`config.mk`:
```
export PLATFORM = sky130hd
export DESIGN_NAME = ctl_out_responder
export DESIGN_NICKNAME = d
export VERILOG_FILES = /design/src/rtl/ctl_out_pkg.sv /design/src/rtl/ctl_out_bits.sv /design/src/rtl/ctl_out_track.sv /design/src/rtl/ctl_out_decide.sv /design/src/rtl/ctl_out_responder.sv
export SDC_FILE = /design/constraint.sdc
export NUM_CORES = 1
export LEC_CHECK = 0
export ABC_CLOCK_PERIOD_IN_PS = 800
export CAP_MARGIN = 20
export CELL_PAD_IN_SITES_DETAIL_PLACEMENT = 2
export CELL_PAD_IN_SITES_GLOBAL_PLACEMENT = 2
export CORE_MARGIN = 2
export CORE_UTILIZATION = 23
export CTS_CLUSTER_SIZE = 12
export DETAILED_ROUTE_END_ITERATION = 8
export PLACE_DENSITY_LB_ADDON = 0.1
export REMOVE_ABC_BUFFERS = 1
export SYNTH_ARGS = -nofsm -noshare
export SYNTH_HDL_FRONTEND = slang
export SYNTH_SLANG_ARGS = --single-unit
```
`constraint.sdc`:
```
create_clock -name clk -period 0.8 [get_ports clk]
set_input_delay 0.12 -clock clk [delete_from_list [all_inputs] [get_ports clk]]
set_output_delay 0.12 -clock clk [all_outputs]
set_load 0.02 [all_outputs]
```
`src/rtl/ctl_out_pkg.sv`:
```
package ctl_out_pkg;
  typedef enum logic [1:0] {
    HS_NONE  = 2'b00,
    HS_ACK   = 2'b01,
    HS_NAK   = 2'b10,
    HS_STALL = 2'b11
  } hs_e;
endpackage

```
`src/rtl/ctl_out_bits.sv`:
```
// Holds the receive-enable and status-stage control bits.
module ctl_out_bits (
  input  logic clk,
  input  logic rst_n,
  input  logic cfg_wr,
  input  logic cfg_en,
  input  logic cfg_stat,
  input  logic setup,
  input  logic ack_seen,
  output logic en_q,
  output logic stat_q
);
  logic en_d, stat_d;

  always_comb begin
    en_d   = en_q;
    stat_d = stat_q;
    if (cfg_wr) begin
      en_d   = cfg_en;
      stat_d = cfg_stat;
    end
    // hardware clears take precedence over firmware writes
    if (setup || ack_seen) en_d = 1'b0;
    if (setup) stat_d = 1'b0;
  end

  always_ff @(posedge clk or negedge rst_n) begin
    if (!rst_n) begin
      en_q   <= 1'b0;
      stat_q <= 1'b0;
    end else begin
      en_q   <= en_d;
      stat_q <= stat_d;
    end
  end


  setup_clears_chk: assert property (@(posedge clk) disable iff (!rst_n)
    setup |=> (!en_q && !stat_q));


  ack_clears_en_chk: assert property (@(posedge clk) disable iff (!rst_n)
    ack_seen |=> !en_q);
endmodule

```
`src/rtl/ctl_out_track.sv`:
```
// Tracks one OUT packet: latches the governing mode at start, counts bytes.
module ctl_out_track #(
  parameter int MAX_BYTES = 8
) (
  input  logic clk,
  input  logic rst_n,
  input  logic pkt_start,
  input  logic byte_vld,
  input  logic pkt_end,
  input  logic en_q,
  input  logic stat_q,
  output logic active,
  output logic wr_ok,
  output logic stat_lat,
  output logic zero_len,
  output logic fifo_wr
);
  localparam int CW = $clog2(MAX_BYTES + 1);
  localparam logic [CW-1:0] CMAX = CW'(MAX_BYTES);

  logic          act_d, wr_ok_d, stat_d;
  logic [CW-1:0] cnt_q, cnt_d;
  logic          cnt_en;

  assign cnt_en = pkt_start || (active && byte_vld);

  always_comb begin
    act_d   = active;
    wr_ok_d = wr_ok;
    stat_d  = stat_lat;
    if (pkt_start) begin
      act_d   = 1'b1;
      stat_d  = stat_q;
      wr_ok_d = en_q && !stat_q;
    end else if (pkt_end) begin
      act_d = 1'b0;
    end
  end

  always_comb begin
    if (pkt_start)           cnt_d = '0;
    else if (cnt_q == CMAX)  cnt_d = cnt_q;
    else                     cnt_d = cnt_q + 1'b1;
  end

  always_ff @(posedge clk or negedge rst_n) begin
    if (!rst_n) begin
      active   <= 1'b0;
      wr_ok    <= 1'b0;
      stat_lat <= 1'b0;
    end else begin
      active   <= act_d;
      wr_ok    <= wr_ok_d;
      stat_lat <= stat_d;
    end
  end

  always_ff @(posedge clk or negedge rst_n) begin
    if (!rst_n)      cnt_q <= '0;
    else if (cnt_en) cnt_q <= cnt_d;
  end

  assign zero_len = (cnt_q == '0);
  assign fifo_wr  = active && byte_vld && wr_ok;


  cnt_bound_chk: assert property (@(posedge clk) disable iff (!rst_n)
    cnt_q <= CMAX);


  stat_no_write_chk: assert property (@(posedge clk) disable iff (!rst_n)
    (active && stat_lat) |-> !fifo_wr);
endmodule

```
`src/rtl/ctl_out_decide.sv`:
```
// Pure decision table for the handshake.
module ctl_out_decide
  import ctl_out_pkg::*;
(
  input  logic stat_lat,
  input  logic wr_ok,
  input  logic data1,
  input  logic zero_len,
  input  logic crc_ok,
  output hs_e  hs
);
  always_comb begin
    if (!crc_ok)       hs = HS_NONE;
    else if (stat_lat) hs = (data1 && zero_len) ? HS_ACK : HS_STALL;
    else if (wr_ok)    hs = HS_ACK;
    else               hs = HS_NAK;
  end
endmodule

```
`src/rtl/ctl_out_responder.sv`:
```
module ctl_out_responder
  import ctl_out_pkg::*;
#(
  parameter int MAX_BYTES = 8,
  parameter int DW        = 8
) (
  input  logic          clk,
  input  logic          rst_n,
  input  logic          cfg_wr_i,
  input  logic          cfg_en_out_i,
  input  logic          cfg_stat_out_i,
  input  logic          setup_i,
  input  logic          pkt_start_i,
  input  logic          byte_vld_i,
  input  logic [DW-1:0] byte_i,
  input  logic          pkt_end_i,
  input  logic          data1_i,
  input  logic          crc_ok_i,
  output logic          fifo_wr_o,
  output logic [DW-1:0] fifo_data_o,
  output logic          fifo_commit_o,
  output logic          fifo_drop_o,
  output logic          hs_vld_o,
  output logic [1:0]    hs_o,
  output logic          en_out_o,
  output logic          stat_out_o
);
  logic [1:0] rst_sync_q;
  logic       rst_s_n;

  always_ff @(posedge clk or negedge rst_n) begin
    if (!rst_n) rst_sync_q <= 2'b00;
    else        rst_sync_q <= {rst_sync_q[0], 1'b1};
  end
  assign rst_s_n = rst_sync_q[1];

  logic active, wr_ok, stat_lat, zero_len, fifo_wr;
  logic en_q, stat_q;
  hs_e  hs_dec;
  logic done, ack_seen;

  ctl_out_bits u_bits (
    .clk(clk), .rst_n(rst_s_n), .cfg_wr(cfg_wr_i), .cfg_en(cfg_en_out_i),
    .cfg_stat(cfg_stat_out_i), .setup(setup_i), .ack_seen(ack_seen),
    .en_q(en_q), .stat_q(stat_q)
  );

  ctl_out_track #(.MAX_BYTES(MAX_BYTES)) u_track (
    .clk(clk), .rst_n(rst_s_n), .pkt_start(pkt_start_i), .byte_vld(byte_vld_i),
    .pkt_end(pkt_end_i), .en_q(en_q), .stat_q(stat_q), .active(active),
    .wr_ok(wr_ok), .stat_lat(stat_lat), .zero_len(zero_len), .fifo_wr(fifo_wr)
  );

  ctl_out_decide u_dec (
    .stat_lat(stat_lat), .wr_ok(wr_ok), .data1(data1_i), .zero_len(zero_len),
    .crc_ok(crc_ok_i), .hs(hs_dec)
  );

  assign done     = pkt_end_i && active;
  assign ack_seen = done && (hs_dec == HS_ACK);

  logic hs_vld_d, commit_d, drop_d;
  hs_e  hs_d, hs_q;
  logic hs_vld_q, commit_q, drop_q;

  always_comb begin
    hs_vld_d = done && (hs_dec != HS_NONE);
    hs_d     = done ? hs_dec : HS_NONE;
    commit_d = ack_seen && wr_ok;
    drop_d   = done && !crc_ok_i && wr_ok;
  end

  always_ff @(posedge clk or negedge rst_s_n) begin
    if (!rst_s_n) begin
      hs_vld_q <= 1'b0;
      hs_q     <= HS_NONE;
      commit_q <= 1'b0;
      drop_q   <= 1'b0;
    end else begin
      hs_vld_q <= hs_vld_d;
      hs_q     <= hs_d;
      commit_q <= commit_d;
      drop_q   <= drop_d;
    end
  end

  assign fifo_wr_o     = fifo_wr;
  assign fifo_data_o   = byte_i;
  assign fifo_commit_o = commit_q;
  assign fifo_drop_o   = drop_q;
  assign hs_vld_o      = hs_vld_q;
  assign hs_o          = hs_q;
  assign en_out_o      = en_q;
  assign stat_out_o    = stat_q;


  commit_with_ack_chk: assert property (@(posedge clk) disable iff (!rst_s_n)
    fifo_commit_o |-> (hs_vld_o && hs_o == HS_ACK));


  drop_silent_chk: assert property (@(posedge clk) disable iff (!rst_s_n)
    fifo_drop_o |-> (!hs_vld_o && !fifo_commit_o));


  ack_en_low_chk: assert property (@(posedge clk) disable iff (!rst_s_n)
    (hs_vld_o && hs_o == HS_ACK) |-> !en_out_o);


  stall_no_commit_chk: assert property (@(posedge clk) disable iff (!rst_s_n)
    (hs_vld_o && hs_o == HS_STALL) |-> !fifo_commit_o);


  hs_pulse_chk: assert property (@(posedge clk) disable iff (!rst_s_n)
    hs_vld_o |=> !hs_vld_o);
endmodule

```
After elaboration in Yosys (flattened, before gate mapping)
Cells that the tools add are included.
- register bits: 16
- input bits: 19
- output and inout bits: 16
- logic and storage cells: 48
- add/subtract/negate cells: 1
- eq/ne operators: 3
- multiplexer cells: 13
- reductions and logical operators: 20
- operators with widths (kind ; number):
    $logic_and A1 B1 Y1 ; 10
    $mux W2 ; 5
    $mux W4 ; 2
    $reduce_bool A2 Y1 ; 4
    $mux W1 ; 6
    $add A4 B1 Y4 const B ; 1
    $eq A4 B4 Y1 const B ; 1
    $logic_not A4 Y1 ; 1
    $eq A2 B1 Y1 const B ; 1
    $logic_not A1 Y1 ; 2
    $logic_or A1 B1 Y1 ; 2
    $ne A2 B2 Y1 const B ; 1
    $reduce_and A2 Y1 ; 1

Longest topological paths before layout
- depth in word-level cells: 9
- mapped depth: 5

Modules after synthesis
From an unflattened synthesis, not the netlist that was laid out.
- cell total of the unflattened synthesis: 70
- area total of the unflattened synthesis: 755.7 µm²
- by module, submodules not included (module ; times used ; cells each ; area an instance (µm²) ; sequential area each (µm²)):
    ctl_out_track ; 1 ; 34 ; 356.6 ; 175.2
    ctl_out_responder ; 1 ; 26 ; 290.3 ; 175.2
    ctl_out_bits ; 1 ; 6 ; 83.8 ; 50.0
    ctl_out_decide ; 1 ; 4 ; 25.0 ; 0.0

Worst setup path after synthesis
Ideal clock, no wire load.
- path type: register to register
- start: register u_track.cnt_q[0]
- end: register u_bits.en_q
- arrival: 1.220 ns
- required time: 0.713 ns
- setup slack: -0.507 ns
- cell stages (with the launch flop): 6
- clock period less this slack: 1.307 ns
- path through: dfrtp_1 inv_1 ha_1 nor4bb_1 mux2_2 a211oi_2
- cells in the longest elaborated chain, start to end: 9
- elaborated cells on any way between the ends: 10
- RTL lines (what ; RTL line ; text):
    from (decl) ; ctl_out_track.sv:22 ; logic [CW-1:0] cnt_q, cnt_d;
    from (signal assigned) ; ctl_out_track.sv:60 ; else if (cnt_en) cnt_q <= cnt_d;
    $logic_not A4 Y1 * ; ctl_out_track.sv:63 ; assign zero_len = (cnt_q == '0);
    $logic_and A1 B1 Y1 * ; ctl_out_decide.sv:14 ; else if (stat_lat) hs = (data1 && zero_len) ? HS_ACK : HS_STALL;
    $mux W2 * (2 in a row) ; ctl_out_decide.sv:14 ;
    $mux W2 * ; ctl_out_decide.sv:13 ; if (!crc_ok) hs = HS_NONE;
    $eq A2 B1 Y1 * ; ctl_out_responder.sv:60 ; assign ack_seen = done && (hs_dec == HS_ACK);
    $logic_and A1 B1 Y1 * ; ctl_out_responder.sv:60 ;
    $logic_or A1 B1 Y1 * ; ctl_out_bits.sv:23 ; if (setup || ack_seen) en_d = 1'b0;
    $mux W1 or $reduce_bool A2 Y1 (tied branches) ; - ;
    to (signal assigned) ; ctl_out_bits.sv:32 ; en_q <= en_d;
    to (decl) ; ctl_out_bits.sv:10 ; output logic en_q,
Mark *: on every way between the ends. The rest lies on a longest branch, timed or not.
A chain may end at the register's enable or synchronous reset.

Worst setup path in the final report
- start: register u_track.cnt_q[0]
- end: register u_track.cnt_q[0]
- cells in the longest elaborated chain, start to end: 3
- elaborated cells on any way between the ends: 6
- RTL lines (what ; RTL line):
    $add A4 B1 Y4 or $eq A4 B4 Y1 (tied branches) ; ctl_out_track.sv:43, ctl_out_track.sv:42
    $mux W4 or $ne A2 B2 Y1 (tied branches) ; -
    $mux W4 or $reduce_and A2 Y1 (tied branches) ; -
Several ways; a longest one is shown, not always the timed one. The select of a mux whose other input is x is not followed.

==> flow_summary.yaml <==
place:
  placedCellCount: 140
  dp_slack_ns: -0.706
  placed_cell_area_sq_mm: 0.00106
  place.gp.congestion: 0.695
  dp_hpwl_mm: 1.49
  io_buffers: 18
cts:
  root_buffer: "clkbuf_4"
  cts.path.max_buffers: 2
  clk_latency_ns: 0.29
  numCtsBuffers: 3
  cts_tree: "yes"
  cts-htree-levels: 1
  clkSinkCount: 16
  clkTransAtPathRegs_ns: 0.09
layout:
  fillers: 332
  multi_input_area_sq_um: 392
  final_area_sq_mm: 0.00130
  nets: 126
  drive_above_1_share_pct: 58.7
  antenna_cells_inserted: 0
  regArea_sq_um: 400
  finalCoreUtilization_pct: 42.4
  syn_to_final_growth_pct: 74.5
  final-instance-count-excl-fill: 148
floorplanning:
  design.portCount: 35
  chipHeight_um: 61.0
  row_count: 20
  initial_core_util_pct: 24.3
  dieArea_sq_mm: 0.00372
  die_width_um: 61.0
  core_sq_mm: 0.00308
synthesis:
  ys_ff_latch: 16
  yosysSeqAreaShare_pct: 53.6
  synth_edf_count: 0
  yosysTopAreaCell: "dfrtp_1"
  yosys_warnings: 0
  synth_ff_type: "dfrtp_1"
  yosysMostFrequentCell: "dfrtp_1"
  postSynth.asyncResetShare_pct: 100
  post-synth-top-area-fraction_pct: 53.6
  ys_top_cells_by_count: "16 x dfrtp_1, 8 x buf_4, 8 x nor2_1, 6 x inv_1, 3 x mux2i_1"
  ys_types: 26
  avgSynthCellArea_sq_um: 11.0
  syn_inst: 68
  synth_area_sq_um: 747
  synth.area.top_cells: "dfrtp_1 54%, buf_4 8.0%, mux2i_1 4.0%"
timing:
  finalCriticalPeriod_ns: 1.32
  tns_ns: -4.63
  max_freq_mhz: 757
  worst_slack_ns: -0.521
  rsz0062_at_grt: "yes"
  finClkSkew_ns: 0.00159
  finalMaxSlewViolations: 0
  hold_viol_final: 0
  hold_slack_ns: 0.192
  setup_viol: 21
  period_share_pct: 165
route:
  via_count: 623
  wirelength_mm: 2.09
  drt_iter0_drc: 9
  post_drt_wl_per_cell_um: 14.1
  dr.pass1.iters: 3
  ant_nets: 0
  via_per_inst: 4.21
  drc: 0
run_status:
  violations: "negative setup slack"
  outcome: "complete, but fails checks"
global_routing:
  grt_use_met2_pct: 21.0
  grt_max_degree: 15
  use_met1_pct: 16.0
  grt_pass1_vias: 705
  antenna_found_initial: 0
  grt.met3_usage_pct: 6.61
  gr-total-overflow: 0
  grt_pass1_wl_mm: 3.43
  grt_usage_pct: 13.3
  top_usage_layer: "met2"
setup_path:
  crit_path_end_kind: "register"
  arrival_ns: 1.50
  cp_max_fo: 2
  worst_ep_required_time_ns: 0.98
  critical-path-max-stage-delay_ns: 0.39
  path_cells: "inv_2 > ha_4 > buf_6 > a31oi_4 > mux2_4"
  slowest_stage: "dfrtp_1"
  path_class: "reg2reg"
  worst_setup_path_start_kind: "register"
power_and_ir_drop:
  ir_drop_uv: 798
  p_per_area_mw_per_mm2: 1450
  leakage_nw: 0.587
  p_total_mw: 1.89
job:
  drv_cap: 0
min_path:
  hold_class: "reg2async"
## registers in the layout (all words and copies together), names as in the netlist
signal	flops
fifo_drop_o	1
u_track.stat_lat	1
u_track.wr_ok	1
u_track.active	1
u_bits.stat_q	1
hs_o	2
u_bits.en_q	1
u_track.cnt_q	4
hs_vld_o	1
fifo_commit_o	1
rst_sync_q	2
## layout by cell type (no fill, tap or decap), types with 2 or more instances in the layout
master	count
dfrtp_1	16
nor2_2	3
inv_2	4
buf_6	17
ha_4	2
nor3_2	2
mux2i_1	3
inv_1	2
mux2_4	3
buf_4	13
nand2b_1	2
nor2_1	5
clkdlybuf4s50_1	9
clkbuf_4	3
## per-layer routing
layer,part of all wire (%),vias to the layer above
met5,0,-
met4,0.62,0
met3,6.2,2
met2,53,27
met1,40,305
li1,-,289
## power breakdown
group	switching, mW	internal (mW)
Combinational	0.203	0.275
Clock	0.260	0.277
Sequential	0.0277	0.848
## cell type report
| cell class | instances | area share [%] |
|---|---|---|
| sequential | 16 | 30.7 |
| inverter | 6 | 1.73 |
| clock buffer | 4 | 2.78 |
| timing repair buffer | 41 | 30.5 |
| multi-input combinational | 37 | 30.0 |
| tap | 44 | 4.22 |
## worst max-delay path, delay by kind of cell (launching register included)
| kind | cells | cell delay, ns |
|---|---|---|
| flip-flops | 1 | 0.39 |
| multiplexers | 1 | 0.32 |
| adder cells (fa/ha/maj) | 1 | 0.16 |
| AO/OA/AOI/OAI | 1 | 0.17 |
| buffers and inverters | 2 | 0.18 |
## cells by family (layout without fill, tap and decap cells)
| kind of cell | count (synthesis) | after routing | share of synthesized area [%] |
|---|---|---|---|
| and+or+nand+nor | 20 | 20 | 13.2 |
| adders and majority gates | 2 | 2 | 3.35 |
| DFF | 16 | 16 | 53.6 |
| other | 1 | 1 | 0.502 |
| muxes | 6 | 6 | 8.54 |
| buffers and inverters | 15 | 51 | 11.7 |
| AOI/OAI and AO/OA | 8 | 8 | 9.04 |
## worst paths after layout
path                             startpoint               end  slack, ns  cells after the start
min reg2reg                   rst_sync_q[1]          hs_vld_o       0.19                      1
max in group asynchronous             rst_n     rst_sync_q[1]       0.14                      2
max                        u_track.cnt_q[0]  u_track.cnt_q[0]      -0.52                      5
min in group clk                  byte_i[0]    fifo_data_o[0]       0.24                      0
min                           rst_sync_q[1]          hs_vld_o       0.19                      1
max reg2reg                u_track.cnt_q[0]  u_track.cnt_q[0]      -0.52                      5
## timing repair
| item | CTS | global route |
|---|---|---|
| gates cloned | 0 | 0 |
| endpoints found under the hold margin | 2 | 0 |
| endpoints found under the setup margin | 22 | 22 |
| pin swaps | 6 | 3 |
| gates resized for setup | 77 | 12 |
| buffers inserted | 4 | 4 |
| hold buffers | 1 | 0 |
Power figures use the tool's default switching activity.
